==> src/rtl/intc_cmd_pkg.sv <==
package intc_cmd_pkg;

  typedef enum logic [1:0] {
    INI_IDLE = 2'd0,
    INI_BASE = 2'd1,
    INI_CASC = 2'd2,
    INI_MODE = 2'd3
  } ini_st_e;

  // operation codes carried in data[7:5] of a plain command write
  typedef enum logic [2:0] {
    OP_RAEOI_OFF = 3'd0,
    OP_EOI_TOP   = 3'd1,
    OP_NONE      = 3'd2,
    OP_EOI_NUM   = 3'd3,
    OP_RAEOI_ON  = 3'd4,
    OP_EOI_TOP_R = 3'd5,
    OP_SET_LOW   = 3'd6,
    OP_EOI_NUM_R = 3'd7
  } op_e;

  // bit positions inside the command bytes
  localparam int B_SETUP   = 4;
  localparam int B_MODECMD = 3;
  localparam int B_POLL    = 2;
  localparam int B_RSEL_EN = 1;
  localparam int B_RSEL    = 0;
  localparam int B_SMM_EN  = 6;
  localparam int B_SMM     = 5;

endpackage

==> src/rtl/intc_ocw_dec.sv <==
module intc_ocw_dec
  import intc_cmd_pkg::*;
#(
  parameter int DATA_W = 8,
  parameter int IRQ_N  = 8
) (
  input  logic                      wr_en,
  input  logic                      addr,
  input  logic [DATA_W-1:0]         wdata,
  output logic                      icw1_stb,
  output logic                      port1_wr,
  output logic                      ocw2_stb,
  output op_e                       ocw2_op,
  output logic [$clog2(IRQ_N)-1:0]  tgt_irq,
  output logic                      ocw3_stb,
  output logic                      poll_set,
  output logic                      rsel_ld,
  output logic                      rsel_val,
  output logic                      smm_ld,
  output logic                      smm_val
);
  localparam int IRQ_W = $clog2(IRQ_N);

  logic port0_wr;

  always_comb begin
    port0_wr = wr_en && !addr;
    port1_wr = wr_en && addr;
    icw1_stb = port0_wr && wdata[B_SETUP];
    ocw3_stb = port0_wr && !wdata[B_SETUP] && wdata[B_MODECMD];
    ocw2_stb = port0_wr && !wdata[B_SETUP] && !wdata[B_MODECMD];
    ocw2_op  = op_e'(wdata[DATA_W-1:DATA_W-3]);
    tgt_irq  = wdata[IRQ_W-1:0];
    poll_set = ocw3_stb && wdata[B_POLL];
    rsel_ld  = ocw3_stb && wdata[B_RSEL_EN];
    rsel_val = wdata[B_RSEL];
    smm_ld   = ocw3_stb && wdata[B_SMM_EN];
    smm_val  = wdata[B_SMM];
  end

endmodule

==> src/rtl/intc_icw_seq.sv <==
module intc_icw_seq
  import intc_cmd_pkg::*;
#(
  parameter int BASE_W = 5
) (
  input  logic              clk,
  input  logic              rst_n,
  input  logic              icw1_stb,
  input  logic              port1_wr,
  input  logic              need4_in,
  input  logic              single_in,
  input  logic [BASE_W-1:0] base_in,
  input  logic              nested_in,
  input  logic              aeoi_in,
  output ini_st_e           ini_st,
  output logic [BASE_W-1:0] vec_base,
  output logic              single_mode,
  output logic              nested_mode,
  output logic              auto_eoi,
  output logic              mask_ld
);
  logic need4_q;

  // step that follows the base word: the cascade word is skipped when single
  function automatic ini_st_e after_base(input logic single, input logic need4);
    if (!single) return INI_CASC;
    return need4 ? INI_MODE : INI_IDLE;
  endfunction

  assign mask_ld = port1_wr && (ini_st == INI_IDLE);

  always_ff @(posedge clk or negedge rst_n) begin
    if (!rst_n) begin
      ini_st      <= INI_IDLE;
      need4_q     <= 1'b0;
      vec_base    <= '0;
      single_mode <= 1'b0;
      nested_mode <= 1'b0;
      auto_eoi    <= 1'b0;
    end else if (icw1_stb) begin
      ini_st      <= INI_BASE;
      need4_q     <= need4_in;
      single_mode <= single_in;
      vec_base    <= '0;
      nested_mode <= 1'b0;
      auto_eoi    <= 1'b0;
    end else if (port1_wr) begin
      case (ini_st)
        INI_BASE: begin
          vec_base <= base_in;
          ini_st   <= after_base(single_mode, need4_q);
        end
        INI_CASC: ini_st <= need4_q ? INI_MODE : INI_IDLE;
        INI_MODE: begin
          nested_mode <= nested_in;
          auto_eoi    <= aeoi_in;
          ini_st      <= INI_IDLE;
        end
        default: ini_st <= INI_IDLE;
      endcase
    end
  end

endmodule

==> src/rtl/intc_isr_ctl.sv <==
module intc_isr_ctl
  import intc_cmd_pkg::*;
#(
  parameter int IRQ_N = 8
) (
  input  logic                      clk,
  input  logic                      rst_n,
  input  logic                      icw1_stb,
  input  logic                      ocw2_stb,
  input  op_e                       ocw2_op,
  input  logic [$clog2(IRQ_N)-1:0]  tgt_irq,
  input  logic                      poll_set,
  input  logic                      rsel_ld,
  input  logic                      rsel_val,
  input  logic                      smm_ld,
  input  logic                      smm_val,
  input  logic                      hi_valid,
  input  logic [$clog2(IRQ_N)-1:0]  hi_irq,
  input  logic                      poll_rd,
  input  logic                      win_valid,
  input  logic [$clog2(IRQ_N)-1:0]  win_irq,
  input  logic                      auto_eoi,
  output logic [IRQ_N-1:0]          isr,
  output logic [$clog2(IRQ_N)-1:0]  prio_off,
  output logic                      rot_aeoi,
  output logic                      poll_q,
  output logic                      rsel_q,
  output logic                      smm_q,
  output logic                      ack_stb
);
  localparam int IRQ_W = $clog2(IRQ_N);

  // offset that makes IRQ n the lowest priority; wraps modulo IRQ_N
  function automatic logic [IRQ_W-1:0] off_after(input logic [IRQ_W-1:0] n);
    return n + 1'b1;
  endfunction

  function automatic logic [IRQ_N-1:0] irq_bit(input logic [IRQ_W-1:0] n);
    logic [IRQ_N-1:0] v;
    v    = '0;
    v[n] = 1'b1;
    return v;
  endfunction

  // named internal events
  logic             clr_stb;
  logic [IRQ_W-1:0] clr_irq;
  logic             off_ld;
  logic [IRQ_W-1:0] off_val;
  logic             ack_set;
  logic             raeoi_ld;

  always_comb begin
    clr_stb  = 1'b0;
    clr_irq  = hi_irq;
    off_ld   = 1'b0;
    off_val  = off_after(hi_irq);
    raeoi_ld = 1'b0;
    ack_stb  = poll_q && poll_rd && win_valid;
    ack_set  = ack_stb && !auto_eoi;
    if (ocw2_stb) begin
      case (ocw2_op)
        OP_RAEOI_OFF, OP_RAEOI_ON: raeoi_ld = 1'b1;
        OP_EOI_TOP:   clr_stb = hi_valid;
        OP_EOI_TOP_R: begin
          clr_stb = hi_valid;
          off_ld  = hi_valid;
        end
        OP_EOI_NUM: begin
          clr_stb = 1'b1;
          clr_irq = tgt_irq;
        end
        OP_SET_LOW: begin
          off_ld  = 1'b1;
          off_val = off_after(tgt_irq);
        end
        OP_EOI_NUM_R: begin
          clr_stb = 1'b1;
          clr_irq = tgt_irq;
          off_ld  = 1'b1;
          off_val = off_after(tgt_irq);
        end
        default: ;
      endcase
    end else if (ack_stb && auto_eoi && rot_aeoi) begin
      off_ld  = 1'b1;
      off_val = off_after(win_irq);
    end
  end

  always_ff @(posedge clk or negedge rst_n) begin
    if (!rst_n) begin
      isr      <= '0;
      prio_off <= '0;
      rot_aeoi <= 1'b0;
      poll_q   <= 1'b0;
      rsel_q   <= 1'b0;
      smm_q    <= 1'b0;
    end else if (icw1_stb) begin
      isr      <= '0;
      prio_off <= '0;
      rot_aeoi <= 1'b0;
      poll_q   <= 1'b0;
      rsel_q   <= 1'b0;
      smm_q    <= 1'b0;
    end else begin
      isr <= (isr & ~(clr_stb ? irq_bit(clr_irq) : '0))
           | (ack_set ? irq_bit(win_irq) : '0);
      if (off_ld)   prio_off <= off_val;
      if (raeoi_ld) rot_aeoi <= (ocw2_op == OP_RAEOI_ON);
      if (poll_set) poll_q <= 1'b1;
      else if (poll_q && poll_rd) poll_q <= 1'b0;
      if (rsel_ld)  rsel_q <= rsel_val;
      if (smm_ld)   smm_q  <= smm_val;
    end
  end

endmodule

==> src/rtl/intc_cmd_if.sv <==
module intc_cmd_if
  import intc_cmd_pkg::*;
#(
  parameter int DATA_W = 8,
  parameter int IRQ_N  = 8
) (
  input  logic                      clk,
  input  logic                      rst_n,
  input  logic                      addr,
  input  logic [DATA_W-1:0]         wdata,
  input  logic                      wr_en,
  input  logic                      rd_en,
  input  logic [IRQ_N-1:0]          irr_in,
  input  logic                      win_valid,
  input  logic [$clog2(IRQ_N)-1:0]  win_irq,
  input  logic                      hi_valid,
  input  logic [$clog2(IRQ_N)-1:0]  hi_irq,
  output logic [DATA_W-1:0]         rdata,
  output logic [IRQ_N-1:0]          imr,
  output logic [IRQ_N-1:0]          isr,
  output logic [$clog2(IRQ_N)-1:0]  prio_off,
  output logic [DATA_W-$clog2(IRQ_N)-1:0] vec_base,
  output logic                      single_mode,
  output logic                      nested_mode,
  output logic                      auto_eoi,
  output logic                      rot_aeoi,
  output logic                      spec_mask,
  output logic                      init_start,
  output logic                      ack_stb,
  output logic [$clog2(IRQ_N)-1:0]  ack_irq
);
  localparam int IRQ_W  = $clog2(IRQ_N);
  localparam int BASE_W = DATA_W - IRQ_W;

  function automatic logic [DATA_W-1:0] poll_byte(input logic hit, input logic [IRQ_W-1:0] n);
    logic [DATA_W-1:0] v;
    v = '0;
    if (hit) begin
      v[DATA_W-1]  = 1'b1;
      v[IRQ_W-1:0] = n;
    end
    return v;
  endfunction

  logic             icw1_stb, port1_wr, ocw2_stb, ocw3_stb;
  op_e              ocw2_op;
  logic [IRQ_W-1:0] tgt_irq;
  logic             poll_set, rsel_ld, rsel_val, smm_ld, smm_val;
  logic             mask_ld, poll_q, rsel_q, poll_rd;
  ini_st_e          ini_st;
  logic [1:0]       init_st;

  assign init_st    = ini_st;
  assign init_start = icw1_stb;
  assign poll_rd    = rd_en && !wr_en;
  assign ack_irq    = win_irq;

  intc_ocw_dec #(.DATA_W(DATA_W), .IRQ_N(IRQ_N)) u_dec (
    .wr_en(wr_en), .addr(addr), .wdata(wdata),
    .icw1_stb(icw1_stb), .port1_wr(port1_wr), .ocw2_stb(ocw2_stb),
    .ocw2_op(ocw2_op), .tgt_irq(tgt_irq), .ocw3_stb(ocw3_stb),
    .poll_set(poll_set), .rsel_ld(rsel_ld), .rsel_val(rsel_val),
    .smm_ld(smm_ld), .smm_val(smm_val)
  );

  intc_icw_seq #(.BASE_W(BASE_W)) u_seq (
    .clk(clk), .rst_n(rst_n), .icw1_stb(icw1_stb), .port1_wr(port1_wr),
    .need4_in(wdata[0]), .single_in(wdata[1]),
    .base_in(wdata[DATA_W-1:IRQ_W]), .nested_in(wdata[4]), .aeoi_in(wdata[1]),
    .ini_st(ini_st), .vec_base(vec_base), .single_mode(single_mode),
    .nested_mode(nested_mode), .auto_eoi(auto_eoi), .mask_ld(mask_ld)
  );

  intc_isr_ctl #(.IRQ_N(IRQ_N)) u_isr (
    .clk(clk), .rst_n(rst_n), .icw1_stb(icw1_stb), .ocw2_stb(ocw2_stb),
    .ocw2_op(ocw2_op), .tgt_irq(tgt_irq), .poll_set(poll_set),
    .rsel_ld(rsel_ld), .rsel_val(rsel_val), .smm_ld(smm_ld), .smm_val(smm_val),
    .hi_valid(hi_valid), .hi_irq(hi_irq), .poll_rd(poll_rd),
    .win_valid(win_valid), .win_irq(win_irq), .auto_eoi(auto_eoi),
    .isr(isr), .prio_off(prio_off), .rot_aeoi(rot_aeoi), .poll_q(poll_q),
    .rsel_q(rsel_q), .smm_q(spec_mask), .ack_stb(ack_stb)
  );

  always_ff @(posedge clk or negedge rst_n) begin
    if (!rst_n)        imr <= '0;
    else if (icw1_stb) imr <= '0;
    else if (mask_ld)  imr <= wdata[IRQ_N-1:0];
  end

  always_comb begin
    if (poll_q)      rdata = poll_byte(win_valid, win_irq);
    else if (addr)   rdata = DATA_W'(imr);
    else if (rsel_q) rdata = DATA_W'(isr);
    else             rdata = DATA_W'(irr_in);
  end

endmodule

==> config.mk <==
export PLATFORM = sky130hd
export DESIGN_NAME = intc_cmd_if
export DESIGN_NICKNAME = d
export VERILOG_FILES = /design/src/rtl/intc_cmd_pkg.sv /design/src/rtl/intc_ocw_dec.sv /design/src/rtl/intc_icw_seq.sv /design/src/rtl/intc_isr_ctl.sv /design/src/rtl/intc_cmd_if.sv
export SDC_FILE = /design/constraint.sdc
export NUM_CORES = 1
export LEC_CHECK = 0
export BUFFER_PORTS_ARGS = -buffer_cell sky130_fd_sc_hd__buf_2
export CORE_UTILIZATION = 50
export CTS_BUF_LIST = sky130_fd_sc_hd__clkbuf_8
export CTS_CLUSTER_SIZE = 24
export DETAILED_ROUTE_END_ITERATION = 6
export PLACE_DENSITY = 0.87
export SLEW_MARGIN = 20
export SYNTH_ARGS = -nofsm -noshare
export SYNTH_HDL_FRONTEND = slang
export SYNTH_SLANG_ARGS = --single-unit
==> constraint.sdc <==
create_clock -name clk -period 3.6 [get_ports clk]
set_input_delay 0.36 -clock clk [delete_from_list [all_inputs] [get_ports clk]]
set_output_delay 0.36 -clock clk [all_outputs]
set_load 0.01 [all_outputs]
Yosys cells after proc, flatten, opt, wreduce, memory -nomap -nowiden --
Cells that the tools add are included.
Word-level totals: bits in registers 34, input bits 29
Cells by class: add/subtract/negate cells 3, order comparisons 4, eq/ne operators 9, multiplexer cells 56, bitwise gates (word level) 3, reduce and logical (&&, ||, !) cells 40
Operators with widths (count):
- 8-bit two-way mux | 8
- 1-bit two-way mux | 27
- 3-bit two-way mux | 8
- 1-bit logical AND | 18
- 2-bit nonzero test | 8
- 5-bit two-way mux | 3
- 3-bit == test (second input constant) | 4
- 2-bit two-way mux | 5
- 3-bit by 1-bit adder with 3-bit output (second input constant) | 3
- 8-bit bitwise AND | 1
- 3-bit by 4-bit < comparator with 1-bit output (second input constant) | 2
- 8-bit inverter | 1
- 8-bit OR | 1
- 2-bit OR reduction | 4
- 1-bit demux with 3-bit select | 2
- 3-bit by 1-bit >= comparator with 1-bit output (second input constant) | 2
- 1-bit logical NOT | 5
- 2-bit == test (second input constant) | 2
- 1-bit case mux with 2 select lines | 2
- 2-bit case mux with 2 select lines | 1
- 2-bit AND reduction | 2
- 3-bit by 1-bit == test with 1-bit output (second input constant) | 1
- 3-bit by 2-bit == test with 1-bit output (second input constant) | 1
- 3-bit logical NOT | 1
- other kinds (3) | 3

Logic depth before layout (Yosys ltp) --
word-level depth 14, gate-level depth with buffers 6

Modules after synthesis --
Synthesis repeated with hierarchy kept, for this count alone.
Unflattened totals: cell total of the unflattened synthesis 236, area, all modules 2223.4 µm²
By module, submodules not included:
- intc_isr_ctl | instances 1, cells an instance 100, area each 950.9 µm²
- intc_cmd_if | instances 1, cells an instance 65, area each 606.8 µm²
- intc_icw_seq | instances 1, cells an instance 56, area each 549.3 µm²
- intc_ocw_dec | instances 1, cells an instance 15, area each 116.4 µm²

Worst setup path before layout --
Ideal clock, no wire load.
kind input to output, from input port addr, to output port rdata[1], data arrival time 1.257 ns, path slack 1.983 ns, cell stages on the path 5, path buffers 3, path through buf_2 -> buf_2 -> buf_2 -> a21oi_1 -> o21ai_0
Between the ends: longest elaborated chain between the ends 2
RTL lines:
- from (decl) | line intc_cmd_if.sv:9 | input logic addr,
- 8-bit two-way mux | line intc_cmd_if.sv:92 | else if (addr) rdata = DATA_W'(imr);
- 8-bit two-way mux | line intc_cmd_if.sv:91 | if (poll_q) rdata = poll_byte(win_valid, win_irq);
- to (decl) | line intc_cmd_if.sv:18 | output logic [DATA_W-1:0] rdata,
Every way passes these cells.

Worst setup path after layout --
from register u_isr.rsel_q, to output port rdata[1]
Between the ends: longest elaborated chain between the ends 3
RTL lines:
- from (decl) | line intc_isr_ctl.sv:27 | output logic rsel_q,
- from (signal assigned) | line intc_isr_ctl.sv:113 | if (rsel_ld) rsel_q <= rsel_val;
- 8-bit two-way mux | line intc_cmd_if.sv:93 | else if (rsel_q) rdata = DATA_W'(isr);
- 8-bit two-way mux | line intc_cmd_if.sv:92
- 8-bit two-way mux | line intc_cmd_if.sv:91
Every way passes these cells.

==> flow_summary.yaml <==
finish:
  layout-drive-gt1-share: 0.270
  n_antenna_cell: 0
  fillers: 356
  seqCellArea_um2: 851
  area_growth_pct: 20.7
  nets: 346
  multi_input_area_um2: 1150
  design_area_um2: 2560
synth:
  yosysSeqAreaShare: 0.400
  synth_most_common_cell: "nand2_1"
  synth_top_area_share: 0.400
  synth.area.top_cells: "dfrtp_1 (40%), a21oi_1 (7.3%), mux2i_1 (7.1%)"
  yosys_warnings: 0
  synth-async-reset-ratio: 1.00
  synthFlopType: "dfrtp_1"
  synth.net_count: 285
  synth_cells: 249
  synth_edf_count: 0
  syn_area_um2: 2120
  synth_area_per_cell_um2: 8.53
  ys_seq_elements: 34
  synth_common_cells: "nand2_1 (38), dfrtp_1 (34), a21oi_1 (31)"
  ys_types: 41
  yosysTopAreaCell: "dfrtp_1"
cts:
  post_cts_resized: 0
  cts.htree.levels: 2
  clk_latency_ps: 290
  ctsLongestPathBuffers: 2
  cts_tree: "built"
  path_clk_slew_ps: 70
  cts.sinks: 34
  ctsHoldBuffers: 0
  cts_setup_buffers: 0
  cts_buffers: 5
  cts_root_buffer: "clkbuf_8"
sta:
  rsz0062_at_grt: "no"
  max_freq_mhz: 507
  setup_tns_ps: 0
  fin_crit_ps: 1970
  drv_slew: 0
  fin_crit_sh: 0.548
  finalHoldViolations: 0
  tightest_slew_ps: 749
  final-setup-viol-count: 0
  clock_skew_ps: 4.80
  relSlewSlack: 0.501
worst_setup_path:
  r2r_slack_ps: 1770
  critPathMaxFanout: 9
  reg2reg_to: "u_isr.isr[1]"
  r2r_start: "u_isr.poll_q"
  cp.arrival_ps: 1610
  endpoint_kind: "output pin"
  critPathTopFamily: "flip-flops"
  crit_chain: "mux2i_1 > nor2_1 > a21oi_1 > o21ai_0 > buf_2"
  path_buf_inv: 1
  max_stage_delay_ps: 610
  crit_slowest_cell: "dfrtp_1"
  rr_worst_depth: 4
  path_class: "reg2out"
  worstSetupStartpointType: "flop"
  worstPathRequired_ps: 3240
route:
  dr.pass1.iters: 5
  vias: 2084
  ant_nets: 0
  first_iter_violations: 230
  route.final.wire_length_um: 5750
  routedWlPerCell_um: 15.9
  drc: 0
  viasPerCell: 5.77
global_route:
  grt_pass1_vias: 1957
  grt_max_degree: 35
  grt_usage: 0.268
  grt_pass1_wl_um: 8940
  gr-total-overflow: 0
  antenna_found_initial: 0
placement:
  postPlaceCellArea_um2: 2450
  port_buffers: 70
  place_hpwl_um: 4230
  place_congestion: 0.885
die:
  core_um2: 4030
  die_y_um: 67.2
  rows: 23
  dieArea_um2: 4510
  fp.dieW_um: 67.2
  initial_utilization: 0.527
  num_io_pins: 71
power_and_ir_drop:
  irDropWorstVdd_uv: 149
  powerDensity_nw_per_um2: 403
  leakage_uw: 0.00135
job:
  cap_violations: 0
run_status:
  status: "finished, final reports clean"
min_path:
  hold_path_class: "in2async"
-- cell type report --
type                            instances  area share
Multi-Input combinational cell        189       0.448
Clock buffer                            8      0.0429
Timing Repair Buffer                   71       0.140
Inverter                                9      0.0132
Sequential cell                        34       0.332
Tap cell                               50      0.0244
-- how the worst max path moves through the flow --
stage | slack [ps] | end | from | cells after the start
final | 1630 | rdata[1] | u_isr.rsel_q | 5
after global routing | 1540 | rdata[1] | u_isr.rsel_q | 5
after CTS | 1650 | rdata[0] | u_isr.rsel_q | 5
after detailed placement | 1630 | u_seq.ini_st[0] | addr | 6
after global placement | 1700 | u_seq.ini_st[0] | addr | 6
after floorplan | 1980 | rdata[1] | addr | 5
-- placed cells by master (no fill, tap or decap), types with 3 or more instances in the layout --
master    count
clkbuf_8      8
o21ai_0      13
nand2_1      38
nor3_1        4
mux2i_1      15
and2_1        3
nor2b_1       3
nand3b_1      4
a31oi_1       7
dfrtp_1      34
ha_1          7
nor2_1       21
nand3_1      12
buf_2        70
inv_1         8
xor2_1        3
a21oi_1      31
-- registers in the layout, indices dropped and copies added, names as in the netlist, 2 cells and up --
name / flops
u_seq.vec_base: 5
imr: 8
u_isr.isr: 8
u_isr.prio_off: 3
u_seq.ini_st: 2
-- kinds of logic (layout without fill, tap and decap cells) --
group,Yosys count,count (layout),share of synthesized area
and+or+nand+nor,101,101,0.243
AOI/OAI and AO/OA,63,63,0.174
DFF,34,34,0.400
buffers and inverters,26,88,0.0583
muxes,15,15,0.0707
adders and majority gates,7,7,0.0412
xor gates and xnor gates,3,3,0.0124
-- where the power goes --
group	internal, uW	switching (uW)	total [uW]
combinational	102	142	244
clock	193	137	331
sequential	422	37.0	459
total	717	317	1030
-- per-stage QoR --
| step | instances | hold WS, ps | setup slack (ps) | power [uW] | utilization |
|---|---|---|---|---|---|
| 2_1_floorplan | 249 | 64.4 | 1980 | 601 | - |
| 3_3_place_gp | 353 | 456 | 1700 | 700 | 0.609 |
| 3_5_place_dp | 353 | 469 | 1630 | 709 | 0.609 |
| 4_1_cts | 361 | 164 | 1650 | 1040 | 0.637 |
| 5_1_grt | 361 | 200 | 1540 | 1080 | 0.637 |
| 6_report | 361 | 140 | 1630 | 1030 | 0.637 |
-- metal layers --
metal	track usage	part of all wire	up-vias
met4	0.109	0.018	0
met3	0.0405	0.066	11
met5	0	0	-
li1	-	-	1002
met1	0.334	0.43	974
met2	0.461	0.49	97
Note: power is estimated with default switching activity, not from simulation.
